File: config.mk
export PLATFORM = sky130hd
export DESIGN_NAME = vram_wport
export DESIGN_NICKNAME = d
export VERILOG_FILES = /design/src/rtl/vram_wport_pkg.sv /design/src/rtl/vwp_ctrl_reg.sv /design/src/rtl/vwp_addr_unit.sv /design/src/rtl/vwp_byte_steer.sv /design/src/rtl/vram_wport.sv
export SDC_FILE = /design/constraint.sdc
export NUM_CORES = 1
export LEC_CHECK = 0
export ABC_AREA = 1
export BUFFER_PORTS_ARGS = -buffer_cell sky130_fd_sc_hd__buf_2
export CORE_MARGIN = 2
export CORE_UTILIZATION = 30
export CTS_CLUSTER_DIAMETER = 50
export DETAILED_ROUTE_END_ITERATION = 8
export GPL_TIMING_DRIVEN = 0
export PLACE_DENSITY = 0.48
export RECOVER_POWER = 25
export SLEW_MARGIN = 20
export SYNTH_ARGS = -nofsm -noshare
export SYNTH_HDL_FRONTEND = slang
export SYNTH_SLANG_ARGS = --single-unit
File: constraint.sdc
create_clock -name clk -period 1.6 [get_ports clk]
set_input_delay 0.16 -clock clk [delete_from_list [all_inputs] [get_ports clk]]
set_output_delay 0.16 -clock clk [all_outputs]
set_load 0.1 [all_outputs]
File: src/rtl/vram_wport_pkg.sv
package vram_wport_pkg;

   typedef enum logic [2:0] {
      SEL_CTRL    = 3'd0,
      SEL_ADDR_LO = 3'd1,
      SEL_ADDR_HI = 3'd2,
      SEL_DATA_LO = 3'd3,
      SEL_DATA_HI = 3'd4
   } vwp_sel_e;

   typedef struct packed {
      logic       hi_trigger;
      logic [1:0] remap;
      logic [1:0] step_code;
   } vwp_cfg_t;

   localparam int unsigned BYTE_W = 8;

endpackage

File: src/rtl/vwp_ctrl_reg.sv
module vwp_ctrl_reg
   import vram_wport_pkg::*;
#(
   parameter int unsigned ADDR_W        = 15,
   parameter int unsigned STEP_MID_LOG2 = 5,
   parameter int unsigned STEP_BIG_LOG2 = 7
) (
   input  logic              clk,
   input  logic              rst_n,
   input  logic              wr_en,
   input  logic [BYTE_W-1:0] wdata,
   output vwp_cfg_t          cfg,
   output logic [ADDR_W-1:0] step
);

   localparam logic [ADDR_W-1:0] STEP_ONE = ADDR_W'(1);
   localparam logic [ADDR_W-1:0] STEP_MID = ADDR_W'(1) << STEP_MID_LOG2;
   localparam logic [ADDR_W-1:0] STEP_BIG = ADDR_W'(1) << STEP_BIG_LOG2;

   generate
      if (STEP_BIG_LOG2 >= ADDR_W) begin : g_bad_big
         $error("step exponent exceeds address width");
      end
      if (STEP_MID_LOG2 >= STEP_BIG_LOG2) begin : g_bad_order
         $error("middle step must be smaller than large step");
      end
   endgenerate

   always_ff @(posedge clk) begin
      if (!rst_n) begin
         cfg <= '0;
      end else if (wr_en) begin
         cfg.hi_trigger <= wdata[7];
         cfg.remap      <= wdata[3:2];
         cfg.step_code  <= wdata[1:0];
      end
   end

   always_comb begin
      unique case (cfg.step_code)
         2'd0:    step = STEP_ONE;
         2'd1:    step = STEP_MID;
         default: step = STEP_BIG;
      endcase
   end


   step_onehot_chk: assert property (@(posedge clk) disable iff (!rst_n)
      $countones(step) == 1);


   cfg_hold_chk: assert property (@(posedge clk) disable iff (!rst_n)
      !wr_en |=> $stable(cfg));

endmodule

File: src/rtl/vwp_addr_unit.sv
module vwp_addr_unit
   import vram_wport_pkg::*;
#(
   parameter int unsigned ADDR_W = 15
) (
   input  logic              clk,
   input  logic              rst_n,
   input  logic              ld_lo,
   input  logic              ld_hi,
   input  logic              adv,
   input  logic [BYTE_W-1:0] wdata,
   input  logic [ADDR_W-1:0] step,
   output logic [ADDR_W-1:0] word_addr
);

   localparam int unsigned HI_W = ADDR_W - BYTE_W;

   generate
      if (ADDR_W <= BYTE_W || HI_W > BYTE_W) begin : g_bad_width
         $error("address width must lie between 9 and 16 bits");
      end
   endgenerate

   always_ff @(posedge clk) begin
      if (!rst_n) begin
         word_addr <= '0;
      end else if (ld_lo) begin
         word_addr <= {word_addr[ADDR_W-1:BYTE_W], wdata};
      end else if (ld_hi) begin
         word_addr <= {wdata[HI_W-1:0], word_addr[BYTE_W-1:0]};
      end else if (adv) begin
         word_addr <= word_addr + step;
      end
   end


   lo_keeps_hi_chk: assert property (@(posedge clk) disable iff (!rst_n)
      ld_lo |=> word_addr[ADDR_W-1:BYTE_W] == $past(word_addr[ADDR_W-1:BYTE_W]));


   hi_keeps_lo_chk: assert property (@(posedge clk) disable iff (!rst_n)
      ld_hi |=> word_addr[BYTE_W-1:0] == $past(word_addr[BYTE_W-1:0]));


   wrap_step_chk: assert property (@(posedge clk) disable iff (!rst_n)
      (adv && !ld_lo && !ld_hi) |=>
         word_addr == ADDR_W'($past(word_addr) + $past(step)));


   idle_hold_chk: assert property (@(posedge clk) disable iff (!rst_n)
      (!adv && !ld_lo && !ld_hi) |=> $stable(word_addr));

endmodule

File: src/rtl/vwp_byte_steer.sv
module vwp_byte_steer
   import vram_wport_pkg::*;
#(
   parameter int unsigned ADDR_W = 15
) (
   input  logic              clk,
   input  logic              rst_n,
   input  logic              wr_lo,
   input  logic              wr_hi,
   input  logic [BYTE_W-1:0] wdata,
   input  logic [ADDR_W-1:0] word_addr,
   output logic [ADDR_W:0]   mem_addr,
   output logic [BYTE_W-1:0] mem_wdata,
   output logic              mem_we
);

   always_ff @(posedge clk) begin
      if (!rst_n) begin
         mem_we    <= 1'b0;
         mem_addr  <= '0;
         mem_wdata <= '0;
      end else begin
         mem_we <= wr_lo | wr_hi;
         if (wr_lo | wr_hi) begin
            mem_addr  <= {word_addr, wr_hi};
            mem_wdata <= wdata;
         end
      end
   end


   lane_pick_chk: assert property (@(posedge clk) disable iff (!rst_n)
      (wr_lo | wr_hi) |=> mem_we && mem_addr[0] == $past(wr_hi));


   word_pick_chk: assert property (@(posedge clk) disable iff (!rst_n)
      (wr_lo | wr_hi) |=> mem_addr[ADDR_W:1] == $past(word_addr));

endmodule

File: src/rtl/vram_wport.sv
module vram_wport
   import vram_wport_pkg::*;
#(
   parameter int unsigned ADDR_W        = 15,
   parameter int unsigned STEP_MID_LOG2 = 5,
   parameter int unsigned STEP_BIG_LOG2 = 7
) (
   input  logic              clk,
   input  logic              rst_n,
   input  logic [2:0]        reg_sel,
   input  logic [7:0]        reg_wdata,
   input  logic              reg_we,
   output logic [ADDR_W:0]   mem_addr,
   output logic [7:0]        mem_wdata,
   output logic              mem_we,
   output logic [1:0]        remap_mode
);

   vwp_cfg_t          cfg;
   logic [ADDR_W-1:0] step;
   logic [ADDR_W-1:0] word_addr;
   logic              wr_ctrl, ld_lo, ld_hi, wr_lo, wr_hi, adv;

   always_comb begin
      wr_ctrl = reg_we && (reg_sel == SEL_CTRL);
      ld_lo   = reg_we && (reg_sel == SEL_ADDR_LO);
      ld_hi   = reg_we && (reg_sel == SEL_ADDR_HI);
      wr_lo   = reg_we && (reg_sel == SEL_DATA_LO);
      wr_hi   = reg_we && (reg_sel == SEL_DATA_HI);
      adv     = cfg.hi_trigger ? wr_hi : wr_lo;
   end

   assign remap_mode = cfg.remap;

   vwp_ctrl_reg #(
      .ADDR_W(ADDR_W), .STEP_MID_LOG2(STEP_MID_LOG2), .STEP_BIG_LOG2(STEP_BIG_LOG2)
   ) u_ctrl (
      .clk(clk), .rst_n(rst_n), .wr_en(wr_ctrl), .wdata(reg_wdata),
      .cfg(cfg), .step(step)
   );

   vwp_addr_unit #(.ADDR_W(ADDR_W)) u_addr (
      .clk(clk), .rst_n(rst_n), .ld_lo(ld_lo), .ld_hi(ld_hi), .adv(adv),
      .wdata(reg_wdata), .step(step), .word_addr(word_addr)
   );

   vwp_byte_steer #(.ADDR_W(ADDR_W)) u_steer (
      .clk(clk), .rst_n(rst_n), .wr_lo(wr_lo), .wr_hi(wr_hi), .wdata(reg_wdata),
      .word_addr(word_addr), .mem_addr(mem_addr), .mem_wdata(mem_wdata), .mem_we(mem_we)
   );


   data_copy_chk: assert property (@(posedge clk) disable iff (!rst_n)
      mem_we |-> mem_wdata == $past(reg_wdata));


   no_stray_write_chk: assert property (@(posedge clk) disable iff (!rst_n)
      !(reg_we && (reg_sel == 3'd3 || reg_sel == 3'd4)) |=> !mem_we);


   trigger_hold_chk: assert property (@(posedge clk) disable iff (!rst_n)
      (reg_we && reg_sel == 3'd4 && !cfg.hi_trigger) |=> $stable(word_addr));

endmodule

# Word level (Yosys, flattened, before mapping)
# Cells that the tools add are included.
word_totals:
  reg_bits: 45
  output_inout_bits: 27
op_classes:
  bitwise: 2
  n_reduce_logical: 11
  muxes: 5
  addsub: 1
  eq_ne: 6
ops:
  columns: ["op", "n"]
  rows:
  - ["15-bit 2-to-1 mux", 2]
  - ["8-bit one-hot mux with 2 select lines", 1]
  - ["15-bit by 8-bit adder with 15-bit output", 1]
  - ["8-bit 2-to-1 mux", 1]
  - ["3-bit by 2-bit equality test with 1-bit output, second input constant", 2]
  - ["1-bit logical AND", 5]
  - ["2-bit AND reduction", 2]
  - ["2-bit nonzero test", 2]
  - ["3-bit by 1-bit equality test with 1-bit output, second input constant", 1]
  - ["3-bit equality test, second input constant", 1]
  - ["3-bit zero test", 1]
  - ["2-bit by 1-bit equality test with 1-bit output, second input constant", 1]
  - ["2-bit zero test", 1]
  - ["2-bit != test, second input constant", 1]
  - ["1-bit 2-to-1 mux", 1]
  - ["1-bit inverter", 1]
  - ["1-bit OR", 1]

# Logic depth before layout (Yosys ltp)
# Gate-level depths: netlist of run 1.
logic_depth:
  ltp_word: 6
  ltp_mapped: 12
  mapped_depth_nobuf: 12

# Modules after synthesis
# From an unflattened synthesis of run 1, not the netlist that was laid out.
unflattened:
  hier_cells: 500
  area_unflattened_um2: 3007.9
by_module_without_submodules:
  columns: ["module", "cells_each", "area_per_inst_um2", "n_inst"]
  rows:
  - ["vwp_addr_unit", 278, 1591.5, 1]
  - ["vwp_byte_steer", 153, 1018.5, 1]
  - ["vwp_ctrl_reg", 48, 314.1, 1]
  - ["vram_wport", 21, 83.8, 1]

# Worst setup path before layout of run 1
# OpenSTA, ideal clock, no wires.
synth_timing:
  path_kind: "reg-to-reg"
  start: "register u_ctrl.cfg[1] (netlist name)"
  end: "register u_addr.word_addr[6]"
  period_less_slack_ns: 1.574
  arrival_ns: 1.464
  path_slack_ns: 0.026
  n_path_buf: 0
  required_ns: 1.490
  stages_incl_launch_ff: 11
  path_cell_list: "dfxtp_1 -> nor2_1 -> ha_1 -> ha_1 -> nand2_1 -> o21ai_0 -> or2_2 -> nand3_1 -> nand3_1 -> nand3_1 -> inv_1"
synth_between:
  elab_chain_cells: 6
synth_lines:
  columns: ["item", "line", "source"]
  rows:
  - ["2-bit by 1-bit equality test with 1-bit output or 2-bit zero test (tied branches)", "vwp_ctrl_reg.sv:40", "unique case (cfg.step_code)"]
  - ["8-bit one-hot mux with 2 select lines (*)", "vwp_ctrl_reg.sv:40", null]
  - ["15-bit by 8-bit adder with 15-bit output (*)", "vwp_addr_unit.sv:32", "word_addr <= word_addr + step;"]
  - ["15-bit 2-to-1 mux (*)", "vwp_addr_unit.sv:31", "end else if (adv) begin"]
  - ["15-bit 2-to-1 mux (*)", "vwp_addr_unit.sv:29", "end else if (ld_hi) begin"]
  - ["8-bit 2-to-1 mux (*)", "vwp_addr_unit.sv:27", "end else if (ld_lo) begin"]
  - ["to (signal assigned)", "vwp_addr_unit.sv:28", "word_addr <= {word_addr[ADDR_W-1:BYTE_W], wdata};"]
  - ["to (signal assigned)", "vwp_addr_unit.sv:30", "word_addr <= {wdata[HI_W-1:0], word_addr[BYTE_W-1:0]};"]
  - ["to (signal assigned)", "vwp_addr_unit.sv:32", null]
  - ["to (decl)", "vwp_addr_unit.sv:13", "output logic [ADDR_W-1:0] word_addr"]
# Mark *: on every way between the ends. The rest lies on a longest branch, timed or not. The select of a mux whose other input is x is not followed.
# A chain may end at the register's enable or synchronous reset.

# Worst setup path after layout of run 1
layout_timing:
  start: "register u_ctrl.cfg[0] (netlist name)"
  end: "register u_addr.word_addr[12]"
layout_between:
  elab_chain_cells: 5
layout_lines:
  columns: ["item", "line"]
  rows:
  - ["2-bit by 1-bit equality test with 1-bit output or 2-bit zero test (tied branches)", "vwp_ctrl_reg.sv:40"]
  - ["8-bit one-hot mux with 2 select lines (*)", "vwp_ctrl_reg.sv:40"]
  - ["15-bit by 8-bit adder with 15-bit output (*)", "vwp_addr_unit.sv:32"]
  - ["15-bit 2-to-1 mux (*)", "vwp_addr_unit.sv:31"]
  - ["15-bit 2-to-1 mux (*)", "vwp_addr_unit.sv:29"]
# Marked as above.

==> results of run 1 <==
-- final cells by class --
type	instances	area (µm²)	area share
buffer	12	81.3	0.0277
clock buffer	5	68.8	0.0235
clock inverter	3	68.8	0.0235
inverter	50	188	0.0640
multi-input combinational	219	1270	0.432
sequential	45	908	0.310
tap	102	128	0.0435
timing repair buffer	43	224	0.0763
-- synthesized netlist by cell type, types with 4 or more instances --
master     n  area, µm²
nand2_1   57        214
dfxtp_1   45        901
inv_1     41        154
o21ai_0   39        195
nor2_1    29        109
a21oi_1   27        135
nand3_1   21        105
a21oi_2   10       87.6
inv_2      9       33.8
o21ai_1    7       35.0
buf_4      4       30.0
clkbuf_1   4       15.0
ha_1       4       50.1
nand2_2    4       25.0
-- layer usage --
layer / up-vias / wire (µm) / global-route usage
li1: 1159 / - / -
met1: 1055 / 3260 / 0.222
met5: - / 0 / 0
met4: 0 / 63 / 0.0386
met3: 4 / 264 / 0.0312
met2: 50 / 3080 / 0.272
-- kinds of logic after synthesis --
| logic type | count (synthesis) |
|---|---|
| AND/OR/NAND/NOR | 125 |
| AO/OA/AOI/OAI | 87 |
| XOR/XNOR | 3 |
| buffers and inverters | 62 |
| flip-flops | 45 |
| adder cells (fa/ha/maj) | 4 |
-- cells in the final DEF (no fill, tap or decap), types with 9 or more instances in the layout --
master,n
a21oi_1,26
a21oi_2,11
buf_2,39
dfxtp_1,43
inv_1,41
inv_2,9
nand2_1,53
nand3_1,19
nor2_1,25
o21ai_0,36
-- state kept, by name (all words and copies together) (netlist names) --
name / cells
u_steer.mem_wdata: 8
u_steer.mem_addr: 16
u_ctrl.cfg: 5
u_steer.mem_we: 1
u_addr.word_addr: 15
-- where the power goes --
part	internal, µW	switching [µW]	total [µW]	leakage [µW]
Sequential	1170	38.8	1210	0.000368
Clock	629	436	1070	0.0000687
Combinational	123	442	564	0.000952
-- through the flow --
stage	instance area, µm²	worst slack (ns)	TNS [ns]	power [µW]
floorplan	2320	0.0257	0	1660
global placement	2650	-0.276	-1.25	1780
detailed placement	2650	-0.284	-1.31	1780
CTS	2850	0.000326	0	2850
global route	2930	-0.0853	-0.673	2940
finish	2930	0.0269	0	2840
-- tightest hold or removal path: cells and delay by family --
kind	cells	cell delay [ns]
compound gates	1	0.05
simple gates	1	0.06
buf+inv	1	0.12
-- repair_timing --
action	CTS	global route
buffers inserted	1	3
resized for setup	19	19
endpoints found under the hold margin	0	0
hold buffers	0	0
setup endpoints to repair	9	10
pin swaps	5	10
-- worst max path at each step --
stage / depth (start not counted) / end / slack, ns / from
floorplan: 10 / u_addr.word_addr[6] / 0.03 / u_ctrl.cfg[1]
global placement: 11 / u_addr.word_addr[14] / -0.28 / u_ctrl.cfg[1]
detailed placement: 11 / u_addr.word_addr[14] / -0.28 / u_ctrl.cfg[1]
CTS: 12 / u_addr.word_addr[10] / 0.0003 / u_ctrl.cfg[0]
global route: 9 / u_addr.word_addr[13] / -0.09 / u_ctrl.cfg[0]
finish: 12 / u_addr.word_addr[12] / 0.03 / u_ctrl.cfg[0]
==> run metrics, run 1 <==
CTS tree built; Non-Filler Instances 479; grt total ovfl 0; Worst setup EP type flop; post-synthesis mux area share 0; Die Area 8460 µm²; Post-Route WL 6670 µm; Pre-antenna DRT Iters 4; slew margin rel. 0.359; post-DR vias/cell 4.73; Synth Instances 326; post-synthesis xor/xnor area fraction 0.0113; root buf cell clkbuf_8; Async SR Flop Fraction 0; diode count 0; syn avg cell area 7.12 µm²; Tot GR Track Use 0.164; fmax 636 MHz; GPL Wtd Cong 0.855; Crit Path Max Fanout 5; R2R setup slack 0.03 ns; Crit Path Category flop to flop; Worst-path clk slew 0.10 ns; worst hold path class primary input to flop; status finished, final reports clean; Iter 0 DRT Violations 111; number of buffers and inverters on the critical path 0; Die Wd 92.0 µm; Synth Cell Area 2320 µm²; wire per inst 13.9 µm; count of cell types in the netlist 31; post-synthesis adder-cell area fraction 0.0216; Seq cells post-synth 45; Post-synth EDFFs 0; max cap viols 0; clk buf depth 2; WP data required 1.79 ns; post-route ant nets 0; later-pin clock latency in the skew report 0.31 ns; Hold Crit Depth 3; initial core utilization 0.305; PD cells 967 nW/µm²; die height 92.0 µm; crit path max-delay cell type dfxtp_4; number of global-route vias before repair 2183; simple-gate share of the synthesized area 0.255; yosys warns 0; crit-path leading delay family simple AND/OR/NAND/NOR gates; crit share post-route 0.983; max-slew violations 0; via count 2268; Reg2Reg Capture Point u_addr.word_addr[12]; DRC 0; H-tree levels 2; syn_nets 344; Area Growth Syn to Fin 26.3%; maximum vdd ir drop 0.529 mV; Reg-to-Reg Start u_ctrl.cfg[0]; Core Area 7610 µm²; critical-path cell list nor2_4 -> ha_4 -> ha_4 -> nand2_4 -> nor2_4 -> nand2_2 -> nand2_4 -> nand2_1 -> nand2_1 -> nand3_1 -> nand2_1 -> a21oi_1; r2r worst-path depth 12; compound-gate portion of the synthesized area 0.207; Leak Pwr 0.00139 µW; Layout fillers 845; post-synthesis sequential area ratio 0.388; CTS Sinks 45; Final HPWL DP 4850 µm; Hold Slack 0.123 ns; cell repeated most along the worst path nand2_1; largest family of logic cells by synthesized area simple AND/OR/NAND/NOR gates; most common flop cell mapped by yosys dfxtp_1; Cell Rows 32; Finish-stage setup viols 0; unrepaired setup endpoints after global routing true; pin count of the biggest net entering global routing 16; skew final 0.00598 ns; first-pass GRT wire length 11000 µm; Final Hold Fails 0; startpoint class of the critical path flop; layout cells sized above 1 0.292; Inst Count DP 467; TritonCTS Buffers 5; Period minus WS final 1.57 ns; Endpoint, Worst Hold u_addr.word_addr[3]; CP peak stage delay 0.37 ns; final core occ 0.386; hold wc startpoint reg_wdata[3]; CP arrival 1.76 ns; Port-buffer cells 39; measured slew at the worst slew-check pin 0.954 ns; initial antenna violation count 0; final net count 394; IO Pins 41
(Power assumes the default switching activity.)
==> run 2, diff against run 1 <==
- PLACE_DENSITY: 0.48 -> not set
==> run 2 against run 1 <==
Effect of this change: the flow now finishes with violations (negative setup slack); sequential share of layout area increased by 0.13 points; critical path type unchanged; via count increased by 1.9%; sequential power about the same; die area unchanged; fmax decreased by 3.9%; flip-flop and latch count unchanged; largest power group unchanged; routed wire length decreased by 2.7%.
==> run metrics, run 2 (synthesis gave the netlist of run 1 again) <==
status finished, violations left; failing checks negative setup slack; unrepaired setup endpoints after global routing true; Die Area 8460 µm² (unchanged); via count 2311 (+1.9%); post-route setup TNS -0.0880 ns (-0.0880 ns); initial antenna violation count 0 (unchanged); post-route ant nets 0 (unchanged); Layout fillers 810 (-4.1%); Port-buffer cells 39 (unchanged); wire per inst 13.6 µm (-2.5%); Area Growth Syn to Fin 25.8%; Final Hold Fails 0 (unchanged); Post-Route WL 6490 µm (-2.7%); GPL Wtd Cong 0.912 (+6.7%); crit share post-route 1.02 (+0.0395); Period minus WS final 1.64 ns (+0.0632 ns); H-tree levels 2 (unchanged); number of global-route vias before repair 2062 (-5.5%); fmax 611 MHz (-3.9%); Finish-stage setup viols 4 (+4); Pre-antenna DRT Iters 4 (unchanged); Tot GR Track Use 0.153 (-0.0115); startpoint class of the critical path flop; critical-path cell list nor2_4 -> ha_4 -> ha_4 -> nand2_4 -> nor2_4 -> nand2_2 -> nand2_4 -> nand2_2 -> nand2_1 -> nand3_1 -> nand2_1 -> a21oi_1; pre-CTS setup slack -0.173 ns (+0.111 ns); most common library cell in the layout ignoring fill and taps nand2_1; Worst-path clk slew 0.09 ns (about the same); most frequent cells in the layout 48 x nand2_1, 43 x dfxtp_1, 39 x buf_2, 39 x inv_1, 37 x o21ai_0; max-slew violations 0 (unchanged); root buf cell clkbuf_8; initial core utilization 0.305 (unchanged); Largest register FFs 16 (unchanged); pin count of the biggest net entering global routing 15 (-1); Final HPWL DP 4670 µm (-3.8%); CP arrival 1.82 ns (+0.06 ns); Final Cell Area 2920 µm² (-0.43%); Cell Area, Placed 2650 µm² (unchanged); IO Pins 41 (unchanged); Crit Path Category flop to flop; Core Area 7610 µm² (unchanged); slew margin rel. 0.470 (+0.111); WP data required 1.79 ns (about the same); clk buf depth 2 (unchanged); TritonCTS Buffers 5 (unchanged); die height 92.0 µm (unchanged); CTS Sinks 45 (unchanged); measured slew at the worst slew-check pin 0.788 ns (-0.166 ns); setup ws final -0.0363 ns (-0.0632 ns); worst hold path class primary input to flop; final net count 393 (-0.25%); Worst setup EP type flop; DRC 0 (unchanged); max cap viols 0 (unchanged); Largest regs u_steer.mem_addr x16, u_addr.word_addr x15, u_steer.mem_wdata x8; skew final 0.00669 ns (+0.000710 ns); layout cells sized above 1 0.316 (+0.0247); diode count 0 (unchanged); first-pass GRT wire length 10200 µm (-6.6%); Iter 0 DRT Violations 153 (+38%); largest reg by FF count u_steer.mem_addr; PD cells 858 nW/µm² (-11%); post-DR vias/cell 4.83 (+2.1%); Crit Path Max Fanout 5 (unchanged); Die Wd 92.0 µm (unchanged); CTS tree built; maximum vdd ir drop 0.481 mV (-9.0%); CP peak stage delay 0.39 ns (+0.02 ns); Cell Rows 32 (unchanged); grt total ovfl 0 (unchanged); Hold Slack 0.120 ns (-0.00382 ns); CTS Hold Buffers Added 0 (unchanged); crit path max-delay cell type dfxtp_4; Leak Pwr 0.00136 µW (-2.1%); later-pin clock latency in the skew report 0.31 ns (about the same)
[run 2: path summary, 6_finish.rpt]
| path | cells after the start | from | endpoint | slack (ns) |
|---|---|---|---|---|
| hold / removal | 3 | reg_wdata[3] | u_addr.word_addr[3] | 0.12 |
| setup / recovery | 12 | u_ctrl.cfg[1] | u_addr.word_addr[12] | -0.04 |
| setup reg to reg | 12 | u_ctrl.cfg[1] | u_addr.word_addr[12] | -0.04 |
| hold reg to reg | 2 | u_steer.mem_addr[0] | u_steer.mem_addr[0] | 0.47 |
[run 2: layout make-up]
cell class / instances / area [µm²] / area share
buffer: 12 / 83.8 / 0.0287
clock buffer: 5 / 68.8 / 0.0236
clock inverter: 3 / 17.5 / 0.00600
inverter: 50 / 188 / 0.0642
multi-input combinational: 219 / 1310 / 0.449
sequential: 45 / 908 / 0.311
tap: 102 / 128 / 0.0437
timing repair buffer: 42 / 216 / 0.0741
[run 2: where the power goes]
part / internal, µW / switching, µW
Combinational: 126 / 445
Sequential: 1170 / 40.4
Clock: 303 / 424
Total: 1600 / 909
[run 2: layer usage]
metal / GRT usage / vias to the layer above / part of all wire
met5: 0 / - / 0
met4: 0.0398 / 0 / 0.014
met3: 0.0279 / 10 / 0.065
met2: 0.245 / 68 / 0.46
met1: 0.212 / 1085 / 0.46
li1: - / 1148 / -
[run 2: critical path, delay by kind of cell, from the launching register on]
kind | cells | cell delay, ns
DFF | 1 | 0.39
and+or+nand+nor | 9 | 0.78
AOI/OAI and AO/OA | 1 | 0.06
adders and majority gates | 2 | 0.31
[run 2: stage by stage]
step | util | cells | total power [µW]
finish | 0.384 | 478 | 2510
global route | 0.384 | 478 | 2600
CTS | 0.364 | 475 | 2480
detailed placement | 0.348 | 467 | 1780
global placement | 0.348 | 467 | 1780
floorplan | - | 326 | 1660
[run 2: timing repair]
item	in CTS	in global routing
endpoints found under the setup margin	8	11
pin swaps	2	15
buffers inserted	0	3
resized for setup	12	33
